===== src/rtl/i2c_cond_pkg.sv =====
package i2c_cond_pkg;

   typedef enum logic [2:0] {
      S_IDLE      = 3'd0,
      S_ARM_START = 3'd1,
      S_ARM_STOP  = 3'd2,
      S_SETUP     = 3'd3,
      S_HOLD      = 3'd4
   } seq_state_e;

   typedef struct packed {
      logic       master;
      logic       xmit;
      logic       busy;
      logic       pend;
      logic [3:0] low;
   } ctl_fields_t;

endpackage


===== src/rtl/i2c_cond_decode.sv =====
module i2c_cond_decode
   import i2c_cond_pkg::*;
#(
   parameter int CTL_W = 8
) (
   input  logic             ctl_wr,
   input  logic [CTL_W-1:0] ctl_byte,
   output logic             want_start,
   output logic             want_stop
);
   if (CTL_W != $bits(ctl_fields_t)) begin : g_bad_width
      $error("i2c_cond_decode: CTL_W must match the control field layout");
   end

   ctl_fields_t f;
   logic        base_ok;

   assign f       = ctl_fields_t'(ctl_byte);
   // master transmit with no pending interrupt and a cleared low field
   assign base_ok = ctl_wr && f.master && f.xmit && !f.pend && (f.low == 4'h0);

   assign want_start = base_ok &&  f.busy;
   assign want_stop  = base_ok && !f.busy;
endmodule


===== src/rtl/i2c_cond_timer.sv =====
module i2c_cond_timer #(
   parameter int CNT_W      = 6,
   parameter bit DOWN_COUNT = 1'b0
) (
   input  logic             clk,
   input  logic             rst_n,
   input  logic             restart,
   input  logic [CNT_W-1:0] limit,
   output logic             expire
);
   if (CNT_W < 2) begin : g_bad_cnt
      $error("i2c_cond_timer: CNT_W must be at least 2");
   end

   logic [CNT_W-1:0] cnt;
   logic             running;
   logic             hit;

   if (DOWN_COUNT) begin : g_down
      assign hit = (cnt == '0);
      always_ff @(posedge clk or negedge rst_n) begin
         if (!rst_n) begin
            cnt     <= '0;
            running <= 1'b0;
         end else if (restart) begin
            cnt     <= limit - CNT_W'(1);
            running <= 1'b1;
         end else if (running) begin
            if (hit) running <= 1'b0;
            else     cnt     <= cnt - CNT_W'(1);
         end
      end
   end else begin : g_up
      assign hit = (cnt == limit - CNT_W'(1));
      always_ff @(posedge clk or negedge rst_n) begin
         if (!rst_n) begin
            cnt     <= '0;
            running <= 1'b0;
         end else if (restart) begin
            cnt     <= '0;
            running <= 1'b1;
         end else if (running) begin
            if (hit) running <= 1'b0;
            else     cnt     <= cnt + CNT_W'(1);
         end
      end
   end

   assign expire = running && hit;

   // the phase counter never walks past its interval
   p_count_bound_r5: assert property (@(posedge clk) disable iff (!rst_n)
      running |-> (cnt < limit));
endmodule


===== src/rtl/i2c_cond_seq.sv =====
module i2c_cond_seq
   import i2c_cond_pkg::*;
#(
   parameter int CNT_W = 6
) (
   input  logic             clk,
   input  logic             rst_n,
   input  logic             want_start,
   input  logic             want_stop,
   input  logic             dat_wr,
   input  logic [CNT_W-1:0] sel_limit,
   input  logic             expire,
   output logic             restart,
   output logic [CNT_W-1:0] limit,
   output logic             scl_oe,
   output logic             sda_oe,
   output logic             busy,
   output logic             done
);
   seq_state_e       state;
   logic             is_stop;
   logic [CNT_W-1:0] lim_q;
   logic             can_arm;
   logic             fire;

   assign can_arm = (state == S_IDLE) || (state == S_ARM_START) || (state == S_ARM_STOP);
   assign fire    = dat_wr && !want_start && !want_stop &&
                    ((state == S_ARM_START) || (state == S_ARM_STOP));
   assign restart = fire || ((state == S_SETUP) && expire);
   assign limit   = ((state == S_SETUP) || (state == S_HOLD)) ? lim_q : sel_limit;

   always_ff @(posedge clk or negedge rst_n) begin
      if (!rst_n) begin
         state   <= S_IDLE;
         is_stop <= 1'b0;
         lim_q   <= '0;
         scl_oe  <= 1'b0;
         sda_oe  <= 1'b0;
         busy    <= 1'b0;
         done    <= 1'b0;
      end else begin
         done <= 1'b0;
         unique case (state)
            S_IDLE, S_ARM_START, S_ARM_STOP: begin
               if (can_arm && want_start) begin
                  state  <= S_ARM_START;
                  sda_oe <= 1'b0;
               end else if (can_arm && want_stop) begin
                  state  <= S_ARM_STOP;
                  sda_oe <= 1'b1;
               end else if (fire) begin
                  state   <= S_SETUP;
                  is_stop <= (state == S_ARM_STOP);
                  lim_q   <= sel_limit;
                  scl_oe  <= 1'b0;
               end
            end
            S_SETUP: begin
               if (expire) begin
                  state  <= S_HOLD;
                  sda_oe <= !is_stop;
               end
            end
            S_HOLD: begin
               if (expire) begin
                  state  <= S_IDLE;
                  done   <= 1'b1;
                  busy   <= !is_stop;
                  scl_oe <= !is_stop;
               end
            end
            default: state <= S_IDLE;
         endcase
      end
   end

   // completion strobe lasts a single cycle
   p_done_pulse_r8: assert property (@(posedge clk) disable iff (!rst_n)
      done |=> !done);
   // busy flag only moves at the end of a condition
   p_busy_with_done_r8: assert property (@(posedge clk) disable iff (!rst_n)
      !$stable(busy) |-> done);
   // SDA holds still across the setup phase
   p_sda_still_setup_r6: assert property (@(posedge clk) disable iff (!rst_n)
      (state == S_SETUP && $past(state) == S_SETUP) |-> $stable(sda_oe));
   // SCL stays released while the setup interval runs
   p_scl_free_setup_r6: assert property (@(posedge clk) disable iff (!rst_n)
      (state == S_SETUP) |-> !scl_oe);
   // stray data write while idle does not start anything
   p_idle_dat_ignored_r9: assert property (@(posedge clk) disable iff (!rst_n)
      (state == S_IDLE && dat_wr && !want_start && !want_stop) |=> (state == S_IDLE));
   // START arming releases SDA on the next cycle
   p_start_arm_r2: assert property (@(posedge clk) disable iff (!rst_n)
      (can_arm && want_start) |=> !sda_oe);
endmodule


===== src/rtl/i2c_cond_gen.sv =====
module i2c_cond_gen #(
   parameter int STD_SHORT  = 20,
   parameter int STD_LONG   = 52,
   parameter int HS_SHORT   = 10,
   parameter int HS_LONG    = 26,
   parameter bit DOWN_COUNT = 1'b0
) (
   input  logic       clk,
   input  logic       rst_n,
   input  logic       ctl_wr,
   input  logic [7:0] ctl_byte,
   input  logic       dat_wr,
   input  logic       clock_mode,
   input  logic       gen_sel,
   output logic       scl_o,
   output logic       scl_oe,
   output logic       sda_o,
   output logic       sda_oe,
   output logic       bus_busy,
   output logic       cond_done
);
   localparam int MAX_A  = (STD_SHORT > STD_LONG) ? STD_SHORT : STD_LONG;
   localparam int MAX_B  = (HS_SHORT > HS_LONG) ? HS_SHORT : HS_LONG;
   localparam int MAX_N  = (MAX_A > MAX_B) ? MAX_A : MAX_B;
   localparam int CNT_W  = (MAX_N < 3) ? 2 : $clog2(MAX_N + 1);

   if (STD_SHORT < 1 || STD_LONG < 1 || HS_SHORT < 1 || HS_LONG < 1) begin : g_bad_counts
      $error("i2c_cond_gen: every interval count must be at least 1");
   end

   logic             want_start;
   logic             want_stop;
   logic             restart;
   logic             expire;
   logic [CNT_W-1:0] sel_limit;
   logic [CNT_W-1:0] limit;

   always_comb begin
      unique case ({clock_mode, gen_sel})
         2'b00:   sel_limit = CNT_W'(STD_SHORT);
         2'b01:   sel_limit = CNT_W'(STD_LONG);
         2'b10:   sel_limit = CNT_W'(HS_SHORT);
         default: sel_limit = CNT_W'(HS_LONG);
      endcase
   end

   i2c_cond_decode #(.CTL_W(8)) u_decode (
      .ctl_wr     (ctl_wr),
      .ctl_byte   (ctl_byte),
      .want_start (want_start),
      .want_stop  (want_stop)
   );

   i2c_cond_timer #(.CNT_W(CNT_W), .DOWN_COUNT(DOWN_COUNT)) u_timer (
      .clk     (clk),
      .rst_n   (rst_n),
      .restart (restart),
      .limit   (limit),
      .expire  (expire)
   );

   i2c_cond_seq #(.CNT_W(CNT_W)) u_seq (
      .clk        (clk),
      .rst_n      (rst_n),
      .want_start (want_start),
      .want_stop  (want_stop),
      .dat_wr     (dat_wr),
      .sel_limit  (sel_limit),
      .expire     (expire),
      .restart    (restart),
      .limit      (limit),
      .scl_oe     (scl_oe),
      .sda_oe     (sda_oe),
      .busy       (bus_busy),
      .done       (cond_done)
   );

   assign scl_o = 1'b0;
   assign sda_o = 1'b0;
endmodule


===== config.mk =====
export PLATFORM = sky130hd
export DESIGN_NAME = i2c_cond_gen
export DESIGN_NICKNAME = d
export VERILOG_FILES = /design/src/rtl/i2c_cond_pkg.sv /design/src/rtl/i2c_cond_decode.sv /design/src/rtl/i2c_cond_timer.sv /design/src/rtl/i2c_cond_seq.sv /design/src/rtl/i2c_cond_gen.sv
export SDC_FILE = /design/constraint.sdc
export NUM_CORES = 1
export LEC_CHECK = 0
export BUFFER_PORTS_ARGS = -buffer_cell sky130_fd_sc_hd__buf_4
export CAP_MARGIN = 25
export CORE_MARGIN = 2
export CORE_UTILIZATION = 60
export DETAILED_ROUTE_END_ITERATION = 16
export PLACE_DENSITY_LB_ADDON = 0.05
export SLEW_MARGIN = 20
export SYNTH_ARGS = -nofsm -noshare
export SYNTH_HDL_FRONTEND = slang
export SYNTH_SLANG_ARGS = --single-unit

===== constraint.sdc =====
create_clock -name clk -period 9.4 [get_ports clk]
set_clock_uncertainty 0.15 [all_clocks]
set_input_delay 1.41 -clock clk [delete_from_list [all_inputs] [get_ports clk]]
set_output_delay 1.41 -clock clk [all_outputs]
set_load 0.01 [all_outputs]

## Word-level counts from Yosys, hierarchy flattened

Index checks and enable logic that the tools add are counted.
Widths: inputs -> output; s select.

| word-level totals | value |
|---|---|
| register bits | 21 |
| bits of input ports | 14 |
| output and inout port bits | 6 |
| word-level logic and storage cells | 88 |

| cells by class | value |
|---|---|
| $add $sub $neg | 2 |
| equality and inequality tests | 15 |
| multiplexer cells | 24 |
| bitwise gates (word level) | 2 |
| reductions and logical operators | 36 |

Operators by type and width:

| cell | number |
|---|---|
| $mux 6 | 4 |
| $pmux 6 s3 | 1 |
| $mux 3 | 5 |
| $logic_and 1x1->1 | 13 |
| $mux 1 | 11 |
| $pmux 3 s3 | 1 |
| $add 6x1->6 const B | 1 |
| $eq 3x2->1 const B | 2 |
| $eq 6x6->1 | 1 |
| $ne 2x1->1 const B | 3 |
| $ne 2x2->1 const B | 3 |
| $reduce_and 3->1 | 2 |
| $reduce_bool 2->1 | 3 |
| $sub 6x1->6 const B | 1 |
| $logic_not 1->1 | 5 |
| $logic_or 1x1->1 | 5 |
| $reduce_and 5->1 | 1 |
| $logic_not 4->1 | 1 |
| $ne 4x1->1 const B | 1 |
| $pmux 1 s2 | 2 |
| $reduce_and 2->1 | 2 |
| $reduce_and 4->1 | 1 |
| $eq 3x1->1 const B | 1 |
| $eq 3x3->1 const B | 1 |
| other kinds (7) | 8 |

## Longest topological paths before layout

Gate-level depths: netlist (run 1).

| logic depth | value |
|---|---|
| word-level depth | 13 |
| gate-level depth with buffers | 11 |
| depth with buffers taken out | 10 |

## Modules after synthesis

From an unflattened synthesis (run 1), not the netlist that was laid out.

| second synthesis, totals | value |
|---|---|
| cell total of the unflattened synthesis | 134 |
| area total of the unflattened synthesis | 1360.1 um2 |

Modules (own cells, without submodules):

| module | instances | cells an instance | area each (um2) |
|---|---|---|---|
| i2c_cond_seq | 1 | 64 | 755.7 |
| i2c_cond_timer | 1 | 58 | 530.5 |
| i2c_cond_gen | 1 | 7 | 38.8 |
| i2c_cond_decode | 1 | 5 | 35.0 |

## Least setup slack after synthesis (run 1)

Ideal clock, no wire load.

| timing path | value |
|---|---|
| path type | input port to flip-flop |
| start point | input clock_mode |
| end point | register u_seq.sda_oe |
| setup time | 0.127 ns |
| arrival time | 3.863 ns |
| data required time | 9.123 ns |
| slack | 5.259 ns |
| cell stages on the path | 11 |
| buffers on the path | 1 |
| cells stage by stage | clkbuf_1 > nor2_1 > o21ai_0 > nand2_1 > ha_1 > xor2_1 > nor3_1 > or4b_4 > nor4b_4 > nand3_1 > mux2_1 |

| on the way | value |
|---|---|
| longest elaborated chain between the ends | 8 |

Ends and longest elaborated chain:

| what | RTL line | source |
|---|---|---|
| start: declaration | i2c_cond_gen.sv:13 | `input logic clock_mode,` |
| $eq 2x2->1, or another cell as far along | i2c_cond_gen.sv:39 | `unique case ({clock_mode, gen_sel})` |
| $pmux 6 s3 * | i2c_cond_gen.sv:39 |  |
| $mux 6 * | i2c_cond_seq.sv:30 | `assign limit = ((state == S_SETUP) \|\| (state == S_HOLD)) ? lim_q : sel_limit;` |
| $sub 6x1->6 * | i2c_cond_timer.sv:34 | `assign hit = (cnt == limit - CNT_W'(1));` |
| $eq 6x6->1 * | i2c_cond_timer.sv:34 |  |
| $logic_and 1x1->1 * | i2c_cond_timer.sv:49 | `assign expire = running && hit;` |
| $ne 2x1->1 (no source line) * | n/a |  |
| $reduce_and 3->1 (no source line) * | n/a |  |
| end signal: assignment | i2c_cond_seq.sv:61 | `sda_oe <= !is_stop;` |
| end: declaration | i2c_cond_seq.sv:16 | `output logic sda_oe,` |

Every way passes the cells marked *; elsewhere a longest branch is shown, timed or not.
A chain may end at the register's enable or synchronous reset.

## Worst setup path after layout (run 1)

Ends and elaborated chain as after synthesis.

==> results of run 1 <==
## worst max-delay path by stage
stage	start	endpoint	slack (ns)	cells past startpoint
floorplan	clock_mode	u_seq.sda_oe	5.26	11
global placement	clock_mode	u_timer.running	5.19	11
detailed placement	clock_mode	u_seq.sda_oe	5.07	11
CTS	clock_mode	u_seq.sda_oe	5.39	11
global route	clock_mode	u_seq.sda_oe	5.18	11
finish	clock_mode	u_seq.sda_oe	5.37	11
## metal layers
metal | track usage (%) | part of all wire (%) | routed length [µm]
met3 | 3.87 | 3.8 | 104
met5 | 0 | 0 | 0
met2 | 43.4 | 47 | 1280
met1 | 33.1 | 48 | 1300
met4 | 4.05 | 0.44 | 12
## Yosys cell counts, drive strengths merged, types with 2 or more instances
library cell / number
a21oi: 5
a31o: 2
nor2b: 3
dfrtp: 19
o21ai: 12
ha: 3
and3b: 3
mux2i: 3
nand4b: 2
xor2: 4
a21boi: 2
o21a: 2
nand2: 22
nor2: 5
nand3: 6
nor3b: 7
nor4b: 2
or3: 3
mux2: 3
inv: 6
buf: 2
clkbuf: 6
o22ai: 2
nand2b: 4
## logic make-up (layout without fill, tap and decap cells)
group | Yosys count | in the layout
fa+ha+maj | 3 | 3
flops | 19 | 19
other cells | 1 | 2
mux | 6 | 6
buf+inv | 14 | 27
xor+xnor | 4 | 4
simple gates | 64 | 64
compound gates | 35 | 35
## state kept, by name, summed over array words and instances, names as in the netlist
register         count
u_seq.sda_oe         1
u_seq.busy           1
u_timer.running      1
u_seq.scl_oe         1
u_seq.is_stop        1
u_seq.state          3
u_seq.done           1
u_timer.cnt          6
u_seq.lim_q          4
## worst max-delay path, stage by stage
cell,delay (ns)
buf_4,0.13
nor2_1,0.04
o21ai_0,0.29
nand2_1,0.18
ha_1,0.26
xor2_1,0.19
nor3_1,0.08
or4b_4,0.51
nor4b_4,0.51
nand3_1,0.15
mux2_1,0.33
## through the flow
stage                     hold WS (ns)  cells
after floorplan                  0.301    147
after global placement           0.348    183
after detailed placement         0.363    183
after CTS                        0.389    187
after global routing             0.423    187
final                            0.377    187
## cell type report
class                   count  area (µm²)  share of cell area [%]
clock inverters             1        7.51                   0.519
inverters                   6        22.5                    1.56
repair buffers             17         128                    8.82
well taps                  27        33.8                    2.34
flip-flops and latches     19         475                    32.9
clock buffers               3        22.5                    1.56
multi-input cells         114         757                    52.3
## power groups by stage
stage               clock [W]  combinational (W)  sequential, W
floorplan                   0           0.000175       0.000130
CTS                 0.0000438           0.000203       0.000149
global route        0.0000466           0.000229       0.000156
finish              0.0000428           0.000202       0.000151
global placement            0           0.000195       0.000149
detailed placement          0           0.000203       0.000151
==> summary.txt, run 1 <==
Route
  – Via count: 1,120
  – Initial DRC Count: 24
  – Wire per inst: 14.4 µm
  – Antenna-violating nets left: 0
  – DRC Markers: 0
  – DRT Wirelength: 2.70 mm
  – Vias/cell: 5.99
  – First-pass DRT Iterations: 4

Placed design
  – GPL Wtd Cong: 0.799
  – Pre-CTS setup slack: 5.07 ns
  – Placement-stage cell area: 1420 µm²
  – Port Buffers: 17
  – Dpl hpwl: 1.97 mm

Setup path
  – Worst-path fanout max: 10
  – Crit Path Class: primary input to flop
  – Crit path DAT: 4.07 ns
  – WP data required: 9.44 ns
  – Worst R2R Path Depth: 10
  – CP Launch Type: primary input
  – Critical Path Sink Type: flop
  – Launch point of the worst reg-to-reg path: u_seq.state[1]
  – RR Endpoint: u_seq.sda_oe
  – R2R Setup Slk: 5.74 ns

Logic synthesis
  – Synth top area share: 36.9%
  – Dominant synthesized flop cell: dfrtp_1
  – Complex-gate fraction of the synthesized area: 18.2%
  – Post-synthesis mux area share: 4.95%
  – Synth Area in Adders: 2.91%
  – FFs w/ async S/R, synth: 100%
  – Seq/Total Area, Yosys: 36.9%
  – FF+latch count, synth: 19
  – Main area contributors after synthesis: dfrtp_1, nand2_1, nor3b_1, o21ai_0, ha_1
  – Number of synthesized flops with an enable pin: 0
  – Avg Inst Size Synth: 8.83 µm²
  – Mapped Area: 1290 µm²
  – Post-synthesis xor/xnor area fraction: 2.72%
  – Main combinational cell family by area after synthesis: simple AND/OR/NAND/NOR gates
  – Post-synthesis simple-gate area fraction: 29.4%
  – Distinct cells, synth: 46
  – Cells after synthesis: 146
  – Warnings from Yosys: 0
  – Largest area contributor in the synthesized netlist: dfrtp_1

Power
  – LEAKAGE: 0.666 nW
  – Overall Power: 0.000396 W
  – Internal: 0.000220 W
  – Sw Pwr: 0.000176 W
  – Clock network power share: 10.8%
  – Power density cells: 274 nW/µm²
  – Sw Ratio: 44.5%
  – Reg power frac: 38.0%
  – Logic pwr share: 51.1%
  – Max VDD drop: 0.180 mV

Hold path
  – Worst hold stages: 1
  – Hold endpoint: u_seq.busy
  – Hold Startpoint: u_seq.is_stop
  – Worst min path class: flop to flop

GRT
  – Global-route wire length before repair: 4.91 mm
  – Tot GR Track Use: 24.9%
  – Largest net degree at the start of global routing: 20
  – Global route overflow: 0
  – Vias in the first global route: 1,090
  – Initial antenna violation count: 0

Floorplan
  – Die Y: 50.3 µm
  – Total core area: 2000 µm²
  – Full die area: 2530 µm²
  – Boundary Pins: 20
  – DIE WIDTH: 50.3 µm
  – Initial Util: 64.4%
  – # rows: 16

Final layout
  – Most common cell after layout, fill and taps aside: nand2_1
  – Most frequent cells in the layout: nand2_1, dfrtp_1, buf_4, o21ai_0, nor3b_1
  – # fillers: 171
  – Layout overhead on the synthesized area: 12.2%
  – ANT cells: 0
  – Post-route cell area: 1450 µm²
  – Post-layout util: 72.3%
  – Layout cells sized above 1: 18.1%
  – Nets@finish: 178

Clock network
  – Root buf cell: clkbuf_4
  – CTS tree: yes
  – Resized cells post-CTS: 0
  – H-tree depth: 1
  – Clock sinks: 19
  – Clock-pin transition on the worst setup and hold timing paths: 0.12 ns
  – Hold buffer count at CTS: 0
  – Clock latency on the worst-skew pair: 0.30 ns
  – Clock buffer depth: 2
  – TritonCTS buffer count: 3
  – # Post-CTS Setup Buffers: 0

Timing
  – Setup TNS: 0 ns
  – Fin. max-slew vios: 0
  – Final setup violation count: 0
  – Final period utilization: 42.9%
  – Fin crit period: 4.03 ns
  – Slew HR: 45.5%
  – Final hold violations: 0
  – Max Clock Freq: 248 MHz
  – Final worst slack: 5.37 ns
  – RSZ-0062 raised after global routing: false
  – Worst-Margin Slew: 0.812 ns

Job
  – MaxCap Viol Count: 0

Outcome
  – Status: completed
Power figures use the tool's default switching activity.
==> inputs of run 2 (changes only) <==
- CORE_UTILIZATION: 60 -> 55
- clock period: 9.4 -> 4 ns (I/O delays scaled with it)
==> summary.txt, run 2 (synthesis results as in run 1) <==
Outcome
  – Status: completed (unchanged)

Placed design
  – GPL Wtd Cong: 0.886 (was 0.799)
  – Dpl hpwl: 2.00 mm (was 1.97 mm)
  – Placed instance count: 185 (was 183)
  – Port Buffers: 17 (unchanged)
  – Placement-stage cell area: 1430 µm² (was 1420 µm²)

Route
  – Vias/cell: 5.84 (was 5.99)
  – First-pass DRT Iterations: 4 (unchanged)
  – DRT Wirelength: 2.80 mm (was 2.70 mm)
  – Initial DRC Count: 40 (was 24)
  – DRC Markers: 0 (unchanged)
  – Via count: 1,110 (was 1,120)
  – Antenna-violating nets left: 0 (unchanged)
  – Wire per inst: 14.7 µm (was 14.4 µm)

Setup path
  – RR Endpoint: u_seq.sda_oe (unchanged)
  – Worst-path fanout max: 17 (was 10)
  – Worst R2R Path Depth: 10 (unchanged)
  – Critical Path Sink Type: flop (unchanged)
  – WP data required: 4.04 ns (was 9.44 ns)
  – Crit path DAT: 3.66 ns (was 4.07 ns)
  – Crit Path Class: flop to flop (was primary input to flop)
  – CP Launch Type: flop (was primary input)
  – R2R Setup Slk: 0.38 ns (was 5.74 ns)
  – Launch point of the worst reg-to-reg path: u_seq.state[1] (unchanged)

Power
  – Max VDD drop: 0.455 mV (was 0.180 mV)
  – Power density cells: 649 nW/µm² (was 274 nW/µm²)
  – LEAKAGE: 0.678 nW (was 0.666 nW)
  – Overall Power: 0.000949 W (was 0.000396 W)

Final layout
  – Area of the multi-input gates: 757 µm² (unchanged)
  – ANT cells: 0 (unchanged)
  – Most flops, register: u_timer.cnt (unchanged)
  – Most common cell after layout, fill and taps aside: nand2_1 (unchanged)
  – Nets@finish: 180 (was 178)
  – # fillers: 188 (was 171)
  – Layout Cells excl Fill: 190 (was 187)
  – Register area: 475 µm² (unchanged)
  – Layout cells sized above 1: 18.5% (was 18.1%)
  – Most frequent cells in the layout: nand2_1, dfrtp_1, buf_4, o21ai_0, nor3b_1 (unchanged)
  – Layout overhead on the synthesized area: 13.5% (was 12.2%)
  – Max reg flops: 6 (unchanged)
  – Post-layout util: 66.1% (was 72.3%)
  – Post-route cell area: 1460 µm² (was 1450 µm²)
  – Top Registers: u_timer.cnt (6), u_seq.lim_q (4), u_seq.state (3) (unchanged)

GRT
  – Grt met1 use: 34.5% (was 33.1%)
  – M2 GR Usage: 39.2% (was 43.4%)
  – Vias in the first global route: 1,126 (was 1,090)
  – Largest net degree at the start of global routing: 20 (unchanged)
  – Grt peak-use layer: met2 (unchanged)
  – GR Util met3: 3.71% (was 3.87%)
  – Global route overflow: 0 (unchanged)
  – Tot GR Track Use: 25.0% (was 24.9%)
  – Global-route wire length before repair: 5.04 mm (was 4.91 mm)
  – Initial antenna violation count: 0 (unchanged)

Clock network
  – Clock buffer depth: 2 (unchanged)
  – Root buf cell: clkbuf_4 (unchanged)
  – Clock-pin transition on the worst setup and hold timing paths: 0.11 ns (was 0.12 ns)
  – # Post-CTS Setup Buffers: 0 (unchanged)
  – H-tree depth: 1 (unchanged)
  – Clock latency on the worst-skew pair: 0.29 ns (was 0.30 ns)
  – Clock sinks: 19 (unchanged)
  – CTS tree: yes (unchanged)
  – TritonCTS buffer count: 3 (unchanged)

Timing
  – Max Clock Freq: 276 MHz
  – RSZ-0062 raised after global routing: false (unchanged)
  – Final setup violation count: 0 (unchanged)
  – Setup TNS: 0 ns (unchanged)
  – Slew HR: 63.5% (was 45.5%)
  – Worst-Margin Slew: 0.546 ns (was 0.812 ns)
  – Fin. max-slew vios: 0 (unchanged)
  – Fin crit period: 3.62 ns
  – Final period utilization: 90.5%
  – Final hold violations: 0 (unchanged)

Hold path
  – Worst min path class: flop to flop (unchanged)
  – Hold Startpoint: u_seq.lim_q[2] (was u_seq.is_stop)
  – Worst hold stages: 2 (was 1)
  – Hold endpoint: u_seq.lim_q[2] (was u_seq.busy)

Job
  – MaxCap Viol Count: 0 (unchanged)

Floorplan
  – DIE WIDTH: 52.4 µm (was 50.3 µm)
  – Die Y: 52.4 µm (was 50.3 µm)
  – # rows: 17 (was 16)
  – Total core area: 2210 µm² (was 2000 µm²)
  – Boundary Pins: 20 (unchanged)
  – Full die area: 2750 µm² (was 2530 µm²)
  – Initial Util: 58.3% (was 64.4%)
[run 2: changes by cell type in the layout (fill, tap and decap cells not counted)]
cell / change
clkinvlp_4: -1
clkinv_2: +1
dlygate4sd3_1: +1
buf_4: +1
[run 2: critical path, cell delays in order (launching register included)]
cell,delay [ns]
dfrtp_1,0.57
or3b_4,0.50
o32a_1,0.21
nand2_1,0.14
ha_1,0.20
xor2_1,0.18
nor3_1,0.09
or4b_4,0.51
nor4b_4,0.50
nand3_1,0.15
mux2_1,0.32
[run 2: timing repair]
item,in CTS,in global routing
hold buffers,1,0
endpoints found under the hold margin,11,0
resized for setup,0,0
[run 2: cell type report]
class / count / share of cell area (%)
clock buffers: 3 / 1.54
clock inverters: 1 / 0.342
inverters: 6 / 1.54
multi-input cells: 114 / 51.8
flip-flops and latches: 19 / 32.5
well taps: 28 / 2.40
repair buffers: 19 / 9.92
[run 2: worst max-delay path by stage]
stage / startpoint / endpoint / slack, ns / cells after the start
after floorplan: clock_mode / u_seq.sda_oe / 0.67 / 11
after global placement: u_seq.state[1] / u_seq.sda_oe / 0.50 / 10
after detailed placement: u_seq.state[1] / u_seq.sda_oe / 0.38 / 10
after CTS: u_seq.state[1] / u_seq.sda_oe / 0.38 / 10
after global routing: u_seq.state[1] / u_seq.sda_oe / 0.1 / 10
final: u_seq.state[1] / u_seq.sda_oe / 0.38 / 10
[run 2: power by group]
part | leakage (nW) | internal [W] | switching, W
logic | 0.426 | 0.000231 | 0.000263
registers | 0.234 | 0.000255 | 0.000102
clock network | 0.0177 | 0.0000372 | 0.0000611
total | 0.678 | 0.000523 | 0.000426
[run 2: layer usage]
metal,vias up,share of wire [%]
met4,0,0.57
met2,27,47
li1,554,-
met5,-,0
met1,527,48
met3,2,3.7
[run 2: stage by stage]
step                worst slack [ns]  hold WS, ns
finish                         0.380        0.380
global placement               0.502        0.335
detailed placement             0.384        0.339
CTS                            0.378        0.381
floorplan                      0.669        0.154
global route                  0.0958        0.415
==> inputs of run 3 (changes only) <==
- CORE_UTILIZATION: 55 -> 60
- clock period: 4 -> 4.5 ns (I/O delays scaled with it)
==> summary.txt, run 3 (synthesis results as in run 1) <==
Outcome
  – Status: completed (unchanged)

Floorplan
  – Total core area: 2000 µm² (was 2210 µm²)
  – DIE WIDTH: 50.3 µm (was 52.4 µm)
  – Initial Util: 64.4% (was 58.3%)
  – Full die area: 2530 µm² (was 2750 µm²)
  – # rows: 16 (was 17)
  – Boundary Pins: 20 (unchanged)
  – Die Y: 50.3 µm (was 52.4 µm)

Route
  – Wire per inst: 14.4 µm (was 14.7 µm)
  – Vias/cell: 6.05 (was 5.84)
  – DRC Markers: 0 (unchanged)
  – DRT Wirelength: 2.70 mm (was 2.80 mm)
  – Via count: 1,138 (was 1,110)
  – First-pass DRT Iterations: 4 (unchanged)
  – Initial DRC Count: 18 (was 40)
  – Antenna-violating nets left: 0 (unchanged)

Clock network
  – # Post-CTS Setup Buffers: 0 (unchanged)
  – Clock sinks: 19 (unchanged)
  – Hold buffer count at CTS: 0 (was 1)
  – Clock-pin transition on the worst setup and hold timing paths: 0.12 ns (was 0.11 ns)
  – Resized cells post-CTS: 0 (unchanged)
  – H-tree depth: 1 (unchanged)
  – Clock buffer depth: 2 (unchanged)
  – Root buf cell: clkbuf_4 (unchanged)
  – CTS tree: yes (unchanged)
  – TritonCTS buffer count: 3 (unchanged)
  – Clock latency on the worst-skew pair: 0.31 ns (was 0.29 ns)

GRT
  – Initial antenna violation count: 0 (unchanged)
  – Global-route wire length before repair: 4.77 mm (was 5.04 mm)
  – Tot GR Track Use: 24.7% (was 25.0%)
  – Largest net degree at the start of global routing: 20 (unchanged)
  – Global route overflow: 0 (unchanged)
  – Vias in the first global route: 1,123 (was 1,126)

Setup path
  – Worst path slowest cell: dfrtp_1 (unchanged)
  – Crit path DAT: 3.72 ns (was 3.66 ns)
  – Worst-path fanout max: 17 (unchanged)
  – Critical Path Sink Type: flop (unchanged)
  – CP Launch Type: flop (unchanged)
  – WP data required: 4.56 ns (was 4.04 ns)
  – Crit Path Class: flop to flop (unchanged)
  – Delay-heaviest family, CP: simple AND/OR/NAND/NOR gates (unchanged)
  – Critical path cell sequence: or3b_4 > o32a_1 > nand2_1 > ha_1 > xor2_1 > nor3_1 > or4b_4 > nor4b_4 > nand3_1 > mux2_1 (unchanged)
  – Worst path bufs/invs: 0 (unchanged)
  – Delay of the slowest critical-path stage: 0.56 ns (was 0.57 ns)

Final layout
  – Register area: 475 µm² (unchanged)
  – Max reg flops: 6 (unchanged)
  – Area of the multi-input gates: 757 µm² (unchanged)
  – Most flops, register: u_timer.cnt (unchanged)
  – Layout cells sized above 1: 18.6% (was 18.5%)
  – ANT cells: 0 (unchanged)
  – Top Registers: u_timer.cnt (6), u_seq.lim_q (4), u_seq.state (3) (unchanged)
  – # fillers: 153 (was 188)
  – Most frequent cells in the layout: nand2_1, dfrtp_1, buf_4, o21ai_0, nor3b_1 (unchanged)
  – Post-layout util: 72.6% (was 66.1%)
  – Layout overhead on the synthesized area: 12.8% (was 13.5%)
  – Most common cell after layout, fill and taps aside: nand2_1 (unchanged)
  – Nets@finish: 179 (was 180)

Placed design
  – Dpl hpwl: 1.95 mm (was 2.00 mm)
  – GPL Wtd Cong: 0.861 (was 0.886)
  – Port Buffers: 17 (unchanged)

Timing
  – Worst-Margin Slew: 0.559 ns (was 0.546 ns)
  – Slew HR: 62.6% (was 63.5%)
  – Fin. max-slew vios: 0 (unchanged)
  – Setup TNS: 0 ns (unchanged)
  – Final hold violations: 0 (unchanged)
  – Fin crit period: 3.67 ns (was 3.62 ns)
  – Final setup violation count: 0 (unchanged)
  – Max Clock Freq: 273 MHz (was 276 MHz)
  – RSZ-0062 raised after global routing: false (unchanged)
  – Final period utilization: 81.5% (was 90.5%)

Power
  – LEAKAGE: 0.670 nW (was 0.678 nW)
  – Power density cells: 575 nW/µm² (was 649 nW/µm²)
  – Max VDD drop: 0.365 mV (was 0.455 mV)

Job
  – MaxCap Viol Count: 0 (unchanged)

Hold path
  – Worst min path class: primary input to asynchronous set/reset pin (was flop to flop)
==> run 3: cell count changes in the layout (fill, tap and decap cells not counted), sizes merged <==
cell and change:
clkinv -1, dlygate4sd3 -1, clkinvlp +1
==> run 3: report_power, final <==
part	leakage [nW]	internal (W)	switching [W]	total, W
clock	0.0139	0.0000339	0.0000586	0.0000925
combinational	0.422	0.000204	0.000229	0.000433
sequential	0.234	0.000227	0.0000841	0.000311
==> run 3: layer usage <==
| metal | global-route usage, % | vias up | wire length [µm] |
|---|---|---|---|
| met3 | 4.17 | 4 | 111 |
| met1 | 30.9 | 559 | 1250 |
| li1 | - | 551 | - |
| met2 | 41.0 | 24 | 1290 |
| met5 | 0 | - | 0 |
| met4 | 12.6 | 0 | 51 |
==> run 3: path summary, 6_finish.rpt <==
check / end / cells past startpoint / startpoint / slack (ns)
max: u_seq.sda_oe / 10 / u_seq.state[1] / 0.83
min reg2reg: u_seq.lim_q[2] / 2 / u_seq.lim_q[2] / 0.36
min: u_seq.state[1] / 1 / rst_n / 0.07
min in group clk: u_seq.lim_q[2] / 2 / u_seq.lim_q[2] / 0.36
max reg2reg: u_seq.sda_oe / 10 / u_seq.state[1] / 0.83
max in group asynchronous: u_timer.cnt[0] / 1 / rst_n / 3.93
==> run 3: worst register-to-register path, cell delays in order, from the launching register on <==
cell and delay, ns:
dfrtp_1 0.56, or3b_4 0.50, o32a_1 0.21, nand2_1 0.15, ha_1 0.22, xor2_1 0.18
nor3_1 0.08, or4b_4 0.51, nor4b_4 0.51, nand3_1 0.17, mux2_1 0.33
==> run 3: cell type report <==
type | instances | share of cell area [%]
Multi-Input combinational cell | 114 | 52.1
Sequential cell | 19 | 32.7
Timing Repair Buffer | 18 | 9.29
Tap cell | 27 | 2.32
Clock buffer | 3 | 1.55
Inverter | 6 | 1.55
Clock inverter | 1 | 0.516
==> run 3: stage by stage <==
| step | std cells | total power, W | cell area, µm² | hold slack, ns | setup WS, ns |
|---|---|---|---|---|---|
| final | 188 | 0.000836 | 1450 | 0.0650 | 0.831 |
| after global routing | 188 | 0.000916 | 1450 | 0.0706 | 0.659 |
| after CTS | 188 | 0.000836 | 1450 | 0.0593 | 0.844 |
| after detailed placement | 184 | 0.000742 | 1420 | 0.339 | 0.862 |
| after global placement | 184 | 0.000724 | 1420 | 0.333 | 0.962 |
| after floorplan | 147 | 0.000639 | 1290 | 0.229 | 1.09 |
